<file path="src/rtl/seq_ctrl_pkg.sv">
package seq_ctrl_pkg;

    localparam int OPC_W = 7;
    localparam int FLD_W = 3;
    localparam int RA_W  = FLD_W + 1;
    localparam int FS_W  = 4;
    localparam int N_SEL = 3;

    typedef enum logic [1:0] {
        ST_INF = 2'd0,
        ST_EX0 = 2'd1,
        ST_EX1 = 2'd2
    } seq_state_e;

    typedef enum logic [1:0] {
        PC_HOLD   = 2'd0,
        PC_INC    = 2'd1,
        PC_BRANCH = 2'd2,
        PC_JUMP   = 2'd3
    } pc_cmd_e;

    localparam logic [OPC_W-1:0] OP_ADD = 7'b0000010;
    localparam logic [OPC_W-1:0] OP_ADI = 7'b1000010;
    localparam logic [OPC_W-1:0] OP_LD  = 7'b0010000;
    localparam logic [OPC_W-1:0] OP_LRI = 7'b0010001;
    localparam logic [OPC_W-1:0] OP_ST  = 7'b0100000;
    localparam logic [OPC_W-1:0] OP_BRZ = 7'b1100000;
    localparam logic [OPC_W-1:0] OP_BRN = 7'b1100001;
    localparam logic [OPC_W-1:0] OP_JMP = 7'b1110000;

    localparam logic [FS_W-1:0] FN_PASS_A = 4'b0000;
    localparam logic [FS_W-1:0] FN_ADD    = 4'b0010;

    // first hidden temporary: top bit set, field bits clear
    localparam logic [RA_W-1:0] RA_TEMP0 = {1'b1, {FLD_W{1'b0}}};

    typedef struct packed {
        seq_state_e            ns;
        logic                  il;
        logic                  mm;
        pc_cmd_e               ps;
        logic [RA_W-1:0]       dx;
        logic [RA_W-1:0]       ax;
        logic [RA_W-1:0]       bx;
        logic                  mb;
        logic [FS_W-1:0]       fs;
        logic                  md;
        logic                  rw;
        logic                  mw;
    } ctrl_word_t;

    typedef struct packed {
        seq_state_e state;
    } seq_regs_t;

endpackage

</file>
<file path="src/rtl/seq_reg_addr_sel.sv">
module seq_reg_addr_sel
    import seq_ctrl_pkg::*;
#(
    parameter int FW = FLD_W,
    localparam int AW = FW + 1
) (
    input  logic [AW-1:0] ctl_field,
    input  logic [FW-1:0] ins_field,
    output logic [AW-1:0] reg_addr
);

    always_comb begin
        if (ctl_field[AW-1]) begin
            reg_addr = ctl_field;
        end else begin
            reg_addr = {1'b0, ins_field};
        end
    end

endmodule

</file>
<file path="src/rtl/seq_ctrl_decode.sv">
module seq_ctrl_decode
    import seq_ctrl_pkg::*;
(
    input  seq_state_e       state,
    input  logic [OPC_W-1:0] opcode,
    input  logic             n_flag,
    input  logic             z_flag,
    output ctrl_word_t       cw
);

    always_comb begin
        cw    = '0;
        cw.ns = ST_INF;
        cw.ps = PC_HOLD;
        unique case (state)
            ST_INF: begin
                cw.il = 1'b1;
                cw.mm = 1'b1;
                cw.ns = ST_EX0;
            end
            ST_EX0: begin
                cw.ps = PC_INC;
                case (opcode)
                    OP_ADD: begin
                        cw.fs = FN_ADD;
                        cw.rw = 1'b1;
                    end
                    OP_ADI: begin
                        cw.fs = FN_ADD;
                        cw.mb = 1'b1;
                        cw.rw = 1'b1;
                    end
                    OP_LD: begin
                        cw.md = 1'b1;
                        cw.rw = 1'b1;
                    end
                    OP_ST: begin
                        cw.mw = 1'b1;
                    end
                    OP_LRI: begin
                        cw.dx = RA_TEMP0;
                        cw.md = 1'b1;
                        cw.rw = 1'b1;
                        cw.ps = PC_HOLD;
                        cw.ns = ST_EX1;
                    end
                    OP_BRN: begin
                        cw.fs = FN_PASS_A;
                        cw.ps = n_flag ? PC_BRANCH : PC_INC;
                    end
                    OP_BRZ: begin
                        cw.fs = FN_PASS_A;
                        cw.ps = z_flag ? PC_BRANCH : PC_INC;
                    end
                    OP_JMP: begin
                        cw.fs = FN_PASS_A;
                        cw.ps = PC_JUMP;
                    end
                    default: begin
                        cw.ps = PC_INC;
                    end
                endcase
            end
            ST_EX1: begin
                cw.ax = RA_TEMP0;
                cw.md = 1'b1;
                cw.rw = 1'b1;
                cw.ps = PC_INC;
            end
            default: begin
                cw.ns = ST_INF;
            end
        endcase
    end

endmodule

</file>
<file path="src/rtl/seq_ctrl_unit.sv">
module seq_ctrl_unit
    import seq_ctrl_pkg::*;
(
    input  logic             clk,
    input  logic             rst,
    input  logic [OPC_W-1:0] opcode,
    input  logic [FLD_W-1:0] dr,
    input  logic [FLD_W-1:0] sa,
    input  logic [FLD_W-1:0] sb,
    input  logic             n_flag,
    input  logic             z_flag,
    output logic             addr_from_pc,
    output logic             ir_load,
    output logic [1:0]       pc_op,
    output logic [RA_W-1:0]  rf_dst,
    output logic [RA_W-1:0]  rf_a,
    output logic [RA_W-1:0]  rf_b,
    output logic             b_const,
    output logic [FS_W-1:0]  fn_sel,
    output logic             d_from_mem,
    output logic             rf_we,
    output logic             mem_we
);

    seq_regs_t  regs_d, regs_q;
    ctrl_word_t cw;

    logic [RA_W-1:0]  ctl_sel  [N_SEL];
    logic [FLD_W-1:0] ins_sel  [N_SEL];
    logic [RA_W-1:0]  addr_out [N_SEL];

    seq_ctrl_decode u_decode (
        .state  (regs_q.state),
        .opcode (opcode),
        .n_flag (n_flag),
        .z_flag (z_flag),
        .cw     (cw)
    );

    always_comb begin
        ctl_sel[0] = cw.dx;
        ctl_sel[1] = cw.ax;
        ctl_sel[2] = cw.bx;
        ins_sel[0] = dr;
        ins_sel[1] = sa;
        ins_sel[2] = sb;
    end

    for (genvar g = 0; g < N_SEL; g++) begin : g_addr
        seq_reg_addr_sel #(.FW(FLD_W)) u_sel (
            .ctl_field (ctl_sel[g]),
            .ins_field (ins_sel[g]),
            .reg_addr  (addr_out[g])
        );
    end

    always_comb begin
        regs_d = regs_q;
        if (rst) begin
            regs_d.state = ST_INF;
        end else begin
            regs_d.state = cw.ns;
        end
    end

    always_ff @(posedge clk) begin
        regs_q <= regs_d;
    end

    assign addr_from_pc = cw.mm;
    assign ir_load      = cw.il;
    assign pc_op        = cw.ps;
    assign rf_dst       = addr_out[0];
    assign rf_a         = addr_out[1];
    assign rf_b         = addr_out[2];
    assign b_const      = cw.mb;
    assign fn_sel       = cw.fs;
    assign d_from_mem   = cw.md;
    assign rf_we        = cw.rw;
    assign mem_we       = cw.mw;

endmodule

</file>
<file path="config.mk">
export PLATFORM = sky130hd
export DESIGN_NAME = seq_ctrl_unit
export DESIGN_NICKNAME = d
export VERILOG_FILES = /design/src/rtl/seq_ctrl_pkg.sv /design/src/rtl/seq_reg_addr_sel.sv /design/src/rtl/seq_ctrl_decode.sv /design/src/rtl/seq_ctrl_unit.sv
export SDC_FILE = /design/constraint.sdc
export NUM_CORES = 1
export LEC_CHECK = 0
export CAP_MARGIN = 20
export CELL_PAD_IN_SITES_DETAIL_PLACEMENT = 1
export CELL_PAD_IN_SITES_GLOBAL_PLACEMENT = 1
export CORE_ASPECT_RATIO = 1.1
export CORE_UTILIZATION = 22
export CTS_CLUSTER_DIAMETER = 50
export DETAILED_ROUTE_END_ITERATION = 8
export PLACE_DENSITY_LB_ADDON = 0.08
export SETUP_SLACK_MARGIN = 0.15
export SYNTH_ARGS = -nofsm -noshare
export SYNTH_HDL_FRONTEND = slang
export SYNTH_HIERARCHICAL = 1
export SYNTH_SLANG_ARGS = --single-unit
</file>
<file path="constraint.sdc">
create_clock -name clk -period 4 [get_ports clk]
set_clock_uncertainty 0.1 [all_clocks]
set_input_delay 0.6 -clock clk [delete_from_list [all_inputs] [get_ports clk]]
set_output_delay 0.6 -clock clk [all_outputs]
set_load 0.005 [all_outputs]
</file>
==> summary.txt <==
Global routing
  – Antenna violations before repair: 0
  – GRT Residual Overflow: 0
  – Vias in the first global route: ~510
  – First-pass GRT wire length: 2080 um
  – Largest net degree at the start of global routing: 9
  – Global Route Usage Sum: between 10% and 20%

Layout
  – Top reg by flops: regs_q
  – Nets: roughly 130
  – Post-route insts no fill: 132
  – Area Overhead vs Synth: 68.6%
  – Ant. Diodes: 0
  – Biggest regs: regs_q x2
  – Share of cells above drive strength 1: a little over an eighth
  – Max reg flops: 2
  – Commonest non-fill, non-tap cells in the layout: clkdlybuf4s50_1 (39), conb_1 (13), mux2_2 (9), inv_1 (5), nor2b_1 (4)
  – Most common cell after layout, fill and taps aside: clkdlybuf4s50_1

Detailed routing
  – Number of vias per cell: between 4 and 5
  – Drt pass-1 iters: 3
  – Drt wl/cell: roughly 10 um
  – Via count: 536
  – ANT nets after route: 0
  – DRC viols: 0
  – Final wirelength: between 1000 and 1500 um
  – DR iter-0 viols: 6

Timing
  – Final setup margin: approximately 0.45 ns
  – RSZ-0062 raised after global routing: no
  – Number of setup violations in the final report: 0
  – Final Hold Vio Count: 0
  – Fmax: between 200 and 300 MHz
  – Setup TNS: 0 ns
  – Slew Limit Fails: 0
  – Tcrit/Tclk final: between 80% and 90%
  – Post-route minimum period: 3.55 ns

Worst setup path
  – Critical path class: input port to output pin
  – Delay-heaviest family, CP: simple AND/OR/NAND/NOR gates
  – Crit path arrival time: roughly 2.9 ns
  – Worst-path maximum fanout: 4
  – CP peak stage delay: ~0.56 ns
  – Worst EP required: 3.30 ns
  – CP Capture Type: output pin
  – CP Launch Type: input port
  – Worst path most repeated cell: clkdlybuf4s50_1
  – Critical path, cell by cell: clkdlybuf4s50_1, or4b_4, nor2_1, and4b_1, mux2_2, clkdlybuf4s50_1
  – CP max stage cell: or4b_4
  – Buf+Inv Stages, Crit Path: 2

Floorplanning
  – Core area: between 2000 and 2500 um2
  – Full die area: approximately 2600 um2
  – Die X: around 49 um
  – Die Ht: around 53 um
  – Num ports: between 40 and 50
  – Row cnt: 18
  – Initial Utilization: 23.3%

Clock network
  – Hold buffers post-CTS: 0
  – Sink Count: 2
  – Clk Latency, worst-skew pair: between 0.2 and 0.25 ns
  – # resized after CTS: 0
  – Postcts setup bufs: 0
  – Clock buffer depth: 2
  – CTS tree: done
  – Htree depth: 1
  – Cts bufs inserted: 3
  – Root Driver: clkbuf_4
  – Clk slew on worst S/H paths: around 0.03 ns

Yosys
  – Synthesis warning total: 6
  – Simple-gate portion of the synthesized area: a little under a quarter
  – Synth Cell Area: between 500 and 600 um2
  – Syn Inst Count: 66
  – Post-synthesis mux area share: around a fifth
  – XOR/XNOR Fraction of Synth Area: 0%
  – Yosys top cell by area: buf_4
  – Synth top area share: between 20% and 30%
  – Seq/Total Area, Yosys: under 10%
  – Count of different cell masters after synthesis: 26
  – Synthesized-area fraction occupied by adder cells: between 7 and 8%
  – Synthesized area per cell: approximately 8 um2
  – Largest cells by area after synthesis: buf_4 (26%), mux2_2 (19%), dfxtp_1 (7.6%)
  – Post-synthesis register bit count: 2
  – Synth Area in Compound Gates: between 10% and 20%
  – Largest family of logic cells by synthesized area: buffers and inverters

Place
  – GPL Wtd Cong: roughly 0.68
  – Buffers on Ports: 39
  – Placed cell count: 129
  – DP Wirelength: 1140 um
  – Place WS: roughly 0.44 ns

Power
  – PD cells: approximately 140 nW/um2
  – Leakage power total: roughly 0.36 nW
  – Max rail drop VDD: between 0.09 and 0.1 mV

Run
  – Number of max-cap violations: 0

Min path
  – Hold crit path type: register to register

Outcome
  – Status: complete, no violations
==> cells in the mapped netlist <==
library cell,count
mux2i_1,1
a21boi_0,1
and4b_1,2
or2_2,1
nand4_1,1
nor2b_1,4
dfxtp_1,2
nor4_1,2
nor3_1,1
nand2_1,2
nand3_1,1
or4b_4,1
ha_1,3
a211o_1,1
nor2_1,3
conb_1,1
buf_4,18
a21boi_1,1
mux2_2,9
o21ai_0,1
and3_1,1
o21a_1,1
o41a_1,1
a31oi_1,1
and2_1,1
inv_1,5
==> path summary, 6_finish.rpt <==
check	from	to	slack [ns]	cells after the start
max	opcode[1]	rf_dst[0]	0.45	6
min	regs_q[1]	regs_q[0]	0.65	3
max reg2reg	regs_q[1]	regs_q[1]	2.31	6
min reg2reg	regs_q[1]	regs_q[0]	0.65	3
==> metrics by stage <==
step | hold WS, ns | area, um2 | power (W) | util [%]
final | 0.646 | 886 | 0.000123 | 39.3
after global routing | 0.710 | 886 | 0.000132 | 39.3
after CTS | 0.659 | 886 | 0.000126 | 39.3
after detailed placement | 0.656 | 863 | 0.0000799 | 38.3
after global placement | 0.626 | 863 | 0.0000791 | 38.3
after floorplan | 0.572 | 571 | 0.0000521 | -
==> logic make-up after synthesis <==
logic type | Yosys count
AOI/OAI and AO/OA | 7
adders and majority gates | 3
buffers and inverters | 23
DFF | 2
muxes | 10
other | 1
and+or+nand+nor | 20
==> layer usage <==
layer	share of wire [%]	global-route usage [%]
met1	41	10.8
met2	53	19.7
met3	6.0	2.59
met4	0	5.88
met5	0	0
==> tightest hold or removal path: cells and delay by family, from the launching register on <==
family | cells | cell delay [ns]
and+or+nand+nor | 1 | 0.15
buffers and inverters | 1 | 0.07
adders and majority gates | 1 | 0.19
DFF | 1 | 0.30
==> power breakdown <==
group / internal [W] / switching (W) / leakage, nW
Combinational: 0.0000390 / 0.0000191 / 0.334
Sequential: 0.0000209 / 0.000000411 / 0.0164
Clock: 0.0000330 / 0.0000104 / 0.0138
==> area by class of cell <==
| cell class | instances | area [um2] |
|---|---|---|
| Fill cell | 284 | 1370 |
| Timing Repair Buffer | 39 | 390 |
| Multi-Input combinational cell | 53 | 377 |
| Sequential cell | 2 | 40.0 |
| Tap cell | 30 | 37.5 |
| Clock buffer | 3 | 22.5 |
| Inverter | 5 | 18.8 |
(Power assumes the default switching activity.)
